$ cat src/rtl/cyc_timer_pkg.sv
`timescale 1ns/1ps
package cyc_timer_pkg;
  localparam int unsigned NUM_STB = 5;

  typedef enum int unsigned {
    STB_RD_SEL = 0,
    STB_RD_SRC = 1,
    STB_SENSE  = 2,
    STB_DIG_EN = 3,
    STB_WR_SRC = 4
  } stb_e;

  typedef logic [NUM_STB-1:0] stb_vec_t;
endpackage

$ cat src/rtl/cyc_req_gate.sv
`timescale 1ns/1ps
module cyc_req_gate (
  input  logic clk_i,
  input  logic rst_ni,
  input  logic rd_req_i,
  input  logic wr_req_i,
  input  logic busy_i,
  output logic launch_o
);
  logic any_req;
  logic req_q;

  assign any_req = rd_req_i | wr_req_i;

  always_ff @(posedge clk_i or negedge rst_ni) begin
    if (!rst_ni) req_q <= 1'b0;
    else         req_q <= any_req;
  end

  // rising edge only, dropped while locked out
  assign launch_o = any_req & ~req_q & ~busy_i;
endmodule

$ cat src/rtl/cyc_tap_line.sv
`timescale 1ns/1ps
module cyc_tap_line #(
  parameter int unsigned PULSE_W  = 1,
  parameter int unsigned LOCK_TAP = 80
) (
  input  logic                  clk_i,
  input  logic                  rst_ni,
  input  logic                  launch_i,
  output logic [LOCK_TAP-1:1]   taps_o,
  output logic                  busy_o
);
  localparam int unsigned LINE_LEN = LOCK_TAP - 1;

  logic [LINE_LEN:1] taps_q;
  logic              head;

  // keep feeding until the leading edge reaches the width tap
  assign head = launch_i | (taps_q[1] & ~taps_q[PULSE_W]);

  always_ff @(posedge clk_i or negedge rst_ni) begin
    if (!rst_ni) taps_q <= '0;
    else         taps_q <= {taps_q[LINE_LEN-1:1], head};
  end

  // pulse still inside the lockout span
  assign busy_o = |taps_q;
  assign taps_o = taps_q;

  a_r3_pulse_width: assert property (@(posedge clk_i) disable iff (!rst_ni)
    $fell(taps_q[1]) |-> taps_q[PULSE_W+1]);

  a_r6_single_pulse: assert property (@(posedge clk_i) disable iff (!rst_ni)
    $rose(taps_q[1]) |-> (taps_q[LINE_LEN:2] == '0));
endmodule

$ cat src/rtl/cyc_window.sv
`timescale 1ns/1ps
module cyc_window (
  input  logic clk_i,
  input  logic rst_ni,
  input  logic set_i,
  input  logic clr_i,
  output logic win_o
);
  logic win_q;

  always_ff @(posedge clk_i or negedge rst_ni) begin
    if (!rst_ni)    win_q <= 1'b0;
    else if (set_i) win_q <= 1'b1;
    else if (clr_i) win_q <= 1'b0;
  end

  assign win_o = win_q;

  a_r4_no_clash: assert property (@(posedge clk_i) disable iff (!rst_ni)
    !(set_i && clr_i));

  a_r4_hold: assert property (@(posedge clk_i) disable iff (!rst_ni)
    (!set_i && !clr_i) |=> $stable(win_o));
endmodule

$ cat src/rtl/cyc_timer.sv
`timescale 1ns/1ps
module cyc_timer
  import cyc_timer_pkg::*;
#(
  parameter int unsigned PULSE_W  = 1,
  parameter int unsigned LOCK_TAP = 80,
  parameter int unsigned SEL_ON   = 1,
  parameter int unsigned SEL_OFF  = 30,
  parameter int unsigned RSRC_ON  = 3,
  parameter int unsigned RSRC_OFF = 28,
  parameter int unsigned STB_ON   = 22,
  parameter int unsigned STB_OFF  = 30,
  parameter int unsigned DEN_ON   = 34,
  parameter int unsigned DEN_OFF  = 60,
  parameter int unsigned WSRC_ON  = 36,
  parameter int unsigned WSRC_OFF = 62
) (
  input  logic clk_i,
  input  logic rst_ni,
  input  logic rd_req_i,
  input  logic wr_req_i,
  output logic rd_sel_o,
  output logic rd_src_o,
  output logic sense_stb_o,
  output logic dig_en_o,
  output logic wr_src_o,
  output logic busy_o
);
  localparam int unsigned LINE_LEN = LOCK_TAP - 1;
  localparam int unsigned ON_TAP  [NUM_STB] = '{SEL_ON, RSRC_ON, STB_ON, DEN_ON, WSRC_ON};
  localparam int unsigned OFF_TAP [NUM_STB] = '{SEL_OFF, RSRC_OFF, STB_OFF, DEN_OFF, WSRC_OFF};

  logic              launch;
  logic              busy;
  logic [LINE_LEN:1] taps;
  stb_vec_t          win;

  cyc_req_gate u_gate (
    .clk_i    (clk_i),
    .rst_ni   (rst_ni),
    .rd_req_i (rd_req_i),
    .wr_req_i (wr_req_i),
    .busy_i   (busy),
    .launch_o (launch)
  );

  cyc_tap_line #(
    .PULSE_W  (PULSE_W),
    .LOCK_TAP (LOCK_TAP)
  ) u_line (
    .clk_i    (clk_i),
    .rst_ni   (rst_ni),
    .launch_i (launch),
    .taps_o   (taps),
    .busy_o   (busy)
  );

  for (genvar k = 0; k < NUM_STB; k++) begin : g_win
    cyc_window u_win (
      .clk_i  (clk_i),
      .rst_ni (rst_ni),
      .set_i  (taps[ON_TAP[k]]),
      .clr_i  (taps[OFF_TAP[k]]),
      .win_o  (win[k])
    );
  end

  assign rd_sel_o    = win[STB_RD_SEL];
  assign rd_src_o    = win[STB_RD_SRC];
  assign sense_stb_o = win[STB_SENSE];
  assign dig_en_o    = win[STB_DIG_EN];
  assign wr_src_o    = win[STB_WR_SRC];
  assign busy_o      = busy;

  a_r9_sense_vs_digit: assert property (@(posedge clk_i) disable iff (!rst_ni)
    !(sense_stb_o && dig_en_o));

  a_r5_idle_quiet: assert property (@(posedge clk_i) disable iff (!rst_ni)
    !busy_o |-> (win == '0));
endmodule

$ cat config.mk
export PLATFORM = sky130hd
export DESIGN_NAME = cyc_timer
export DESIGN_NICKNAME = d
export VERILOG_FILES = /design/src/rtl/cyc_timer_pkg.sv /design/src/rtl/cyc_req_gate.sv /design/src/rtl/cyc_tap_line.sv /design/src/rtl/cyc_window.sv /design/src/rtl/cyc_timer.sv
export SDC_FILE = /design/constraint.sdc
export NUM_CORES = 1
export LEC_CHECK = 0
export ABC_AREA = 1
export BUFFER_PORTS_ARGS = -buffer_cell sky130_fd_sc_hd__buf_2
export CORE_UTILIZATION = 55
export CTS_CLUSTER_DIAMETER = 100
export DETAILED_ROUTE_END_ITERATION = 10
export GPL_ROUTABILITY_DRIVEN = 1
export GPL_TIMING_DRIVEN = 0
export PLACE_DENSITY = 0.72
export SETUP_SLACK_MARGIN = 0.05
export SYNTH_ARGS = -nofsm -noshare
export SYNTH_HDL_FRONTEND = slang
export SYNTH_SLANG_ARGS = --single-unit
$ cat constraint.sdc
create_clock -name clk_i -period 1.3 [get_ports clk_i]
set_clock_uncertainty 0.1 [all_clocks]
set_input_delay 0.13 -clock clk_i [delete_from_list [all_inputs] [get_ports clk_i]]
set_output_delay 0.13 -clock clk_i [all_outputs]
set_load 0.01 [all_outputs]
==> impl_metrics.json <==
{
  "clock-root-buffer": "clkbuf_8",
  "powerDensity_nw_per_um2": 1650,
  "cp_num_buf_inv": 1,
  "synth_area_leader_cell": "dfrtp_1",
  "worst_pin_slew_ns": 0.984,
  "yosysSeqAreaShare": 0.852,
  "synth-seq-cells": 85,
  "yosys-top-cells-count": "dfrtp_1, nor2_1, nand2_1, inv_1, o21bai_1",
  "synth-xor-area-share": 0,
  "synth_area_leaders": "dfrtp_1, nor2_1, nand2_1",
  "grt_max_degree": 86,
  "chipHeight_um": 69.4,
  "cp_max_fo": 2,
  "drcViolationCount": 0,
  "io_pins": 10,
  "initial_core_util": 0.573,
  "grt_remaining_overflow": 0,
  "fmax_ghz": 0.593,
  "fin_crit_ns": 1.69,
  "synth_area_um2": 2500,
  "leakagePower_nw": 1.60,
  "hold_violations": 85,
  "rows": 24,
  "dieArea_um2": 4810,
  "synth_nets": 176,
  "nets": 209,
  "grt_pass1_wl_mm": 6.14,
  "synth_cells": 172,
  "ir_drop_mv": 0.798,
  "viasPerCell": 4.85,
  "diodes": 0,
  "wire_per_inst_um": 13.9,
  "cts_max_path_buffers": 2,
  "post_cts_hold_buffer_count": 2,
  "start_kind": "flop",
  "ant_nets": 0,
  "synth_enable_flop_cells": 0,
  "cts_buffers": 9,
  "slowest_stage": "dfrtp_1",
  "yosys_warnings": 0,
  "die_x_um": 69.4,
  "drt-total-wl_mm": 3.61,
  "synthArstFlopShare": 1.00,
  "tritoncts": "built",
  "power_mw": 4.76,
  "end_kind": "primary output",
  "place_congestion": 0.728,
  "h-tree-depth": 3,
  "io_buffers": 9,
  "synth_compound_area_frac": 0.0150,
  "hold_path.class": "in2async",
  "arrival_ns": 1.46,
  "path_clk_slew_ns": 0.07,
  "area_growth_pct": 15.6,
  "synthAdderAreaFrac": 0,
  "synthFlopType": "dfrtp_1",
  "worstSetupPathType": "reg2out",
  "synth.top_cell.area_share": 0.852,
  "avgSynthCellArea_um2": 14.5,
  "setup_slack_ns": -0.386,
  "yosys.area_share.simple": 0.124,
  "antenna_found_initial": 0,
  "yosysMostFrequentCell": "dfrtp_1",
  "slowest_delay_ns": 0.39,
  "core_um2": 4350,
  "vias": 1256,
  "drt_pass1_iterations": 4,
  "synthMuxAreaShare": 0,
  "worstPathRequired_ns": 1.07,
  "path_cells": "nor2_1, nand2_1, nor2_2, nand2_1, nor2_2, nand3_2, buf_6",
  "violations": "hold timing, setup timing",
  "reg2reg_from": "u_line.taps_o[22]",
  "grt_pass1_vias": 1267,
  "yosysUniqueCellTypes": 11,
  "insertion_delay_ns": 0.34,
  "finalCritPeriodShare": 1.30,
  "status": "complete, but fails checks",
  "drive_gt1_frac": 0.213,
  "worstSetupStartpoint": "u_line.taps_o[22]",
  "max_slew_margin": 0.344,
  "maxSlewViolCount": 0,
  "grt_util_all_layers": 0.176,
  "drt-initial-drc-count": 92,
  "setup_viol": 2,
  "finish.utilization": 0.663,
  "timing.hold.ws_ns": -0.145,
  "drv_cap": 0,
  "dp_hpwl_mm": 2.12,
  "cts_sinks": 85,
  "crit_family": "simple AND/OR/NAND/NOR gates",
  "rsz0062_at_grt": "true",
  "synth_top_family_by_area": "simple AND/OR/NAND/NOR gates"
}
-- logic make-up (layout without fill, tap and decap cells) --
| family | Yosys count | count (layout) |
|---|---|---|
| and+or+nand+nor | 76 | 76 |
| DFF | 85 | 85 |
| AOI/OAI and AO/OA | 5 | 5 |
| buffers and inverters | 6 | 41 |
-- report_power, final --
| group | total [mW] | internal [mW] | switching, mW |
|---|---|---|---|
| sequential | 2.85 | 2.77 | 0.0718 |
| combinational | 0.411 | 0.176 | 0.236 |
| clock | 1.50 | 0.703 | 0.800 |
| total | 4.76 | 3.65 | 1.11 |
-- metal layers --
metal	wire, µm	share of wire	track usage
met1	1740	0.48	0.244
met2	1680	0.46	0.244
met3	95	0.026	0.0567
met4	97	0.027	0.109
met5	0	0	0
-- flip-flops by register name, indices dropped and copies added, names as in the netlist --
name               flops
u_gate.req_q           1
g_win.u_win.win_o      5
u_line.taps_o         79
-- worst paths after layout --
kind	end	slack [ns]	cells after the start
worst max-delay path	busy_o	-0.39	7
min in group clk_i	u_line.taps_o[27]	0.28	0
max in group asynchronous	u_line.taps_o[18]	0.63	1
worst min register to register	u_line.taps_o[27]	0.28	0
worst max register to register	u_line.taps_o[1]	-0.15	9
worst min-delay path	u_line.taps_o[70]	-0.15	1
-- cells in the final DEF, fill, tap and decap left out --
master	n
o21bai_1	5
buf_6	2
nand3_1	1
clkinv_2	3
dlygate4sd3_1	2
nor3_1	1
or2_2	1
nor2_2	9
nand4_1	1
nand2_1	21
nor2_1	41
dfrtp_1	85
nand3_2	1
buf_4	11
inv_1	6
clkbuf_8	10
buf_2	7
-- metrics by stage --
step	setup slack, ns	TNS (ns)	instances	cell area [µm²]
after detailed placement	-0.0614	-0.0614	233	2610
final	-0.386	-0.537	259	2890
after global placement	-0.420	-35.49	233	2610
after floorplan	0.171	0	172	2500
after CTS	-0.390	-0.431	255	2840
after global routing	-0.490	-0.721	259	2890
-- cell type report --
type	instances	area, µm²
Clock buffer	10	138
Clock inverter	3	15.0
Fill cell	287	1470
Inverter	6	22.5
Multi-Input combinational cell	81	359
Sequential cell	85	2130
Tap cell	52	65.1
Timing Repair Buffer	22	160
-- timing repair --
action	in CTS	in global routing
setup endpoints to repair	2	2
pin swaps	8	5
setup buffers	7	4
gates resized for setup	1	6
endpoints found under the hold margin	86	85
Note: power is estimated with default switching activity, not from simulation.
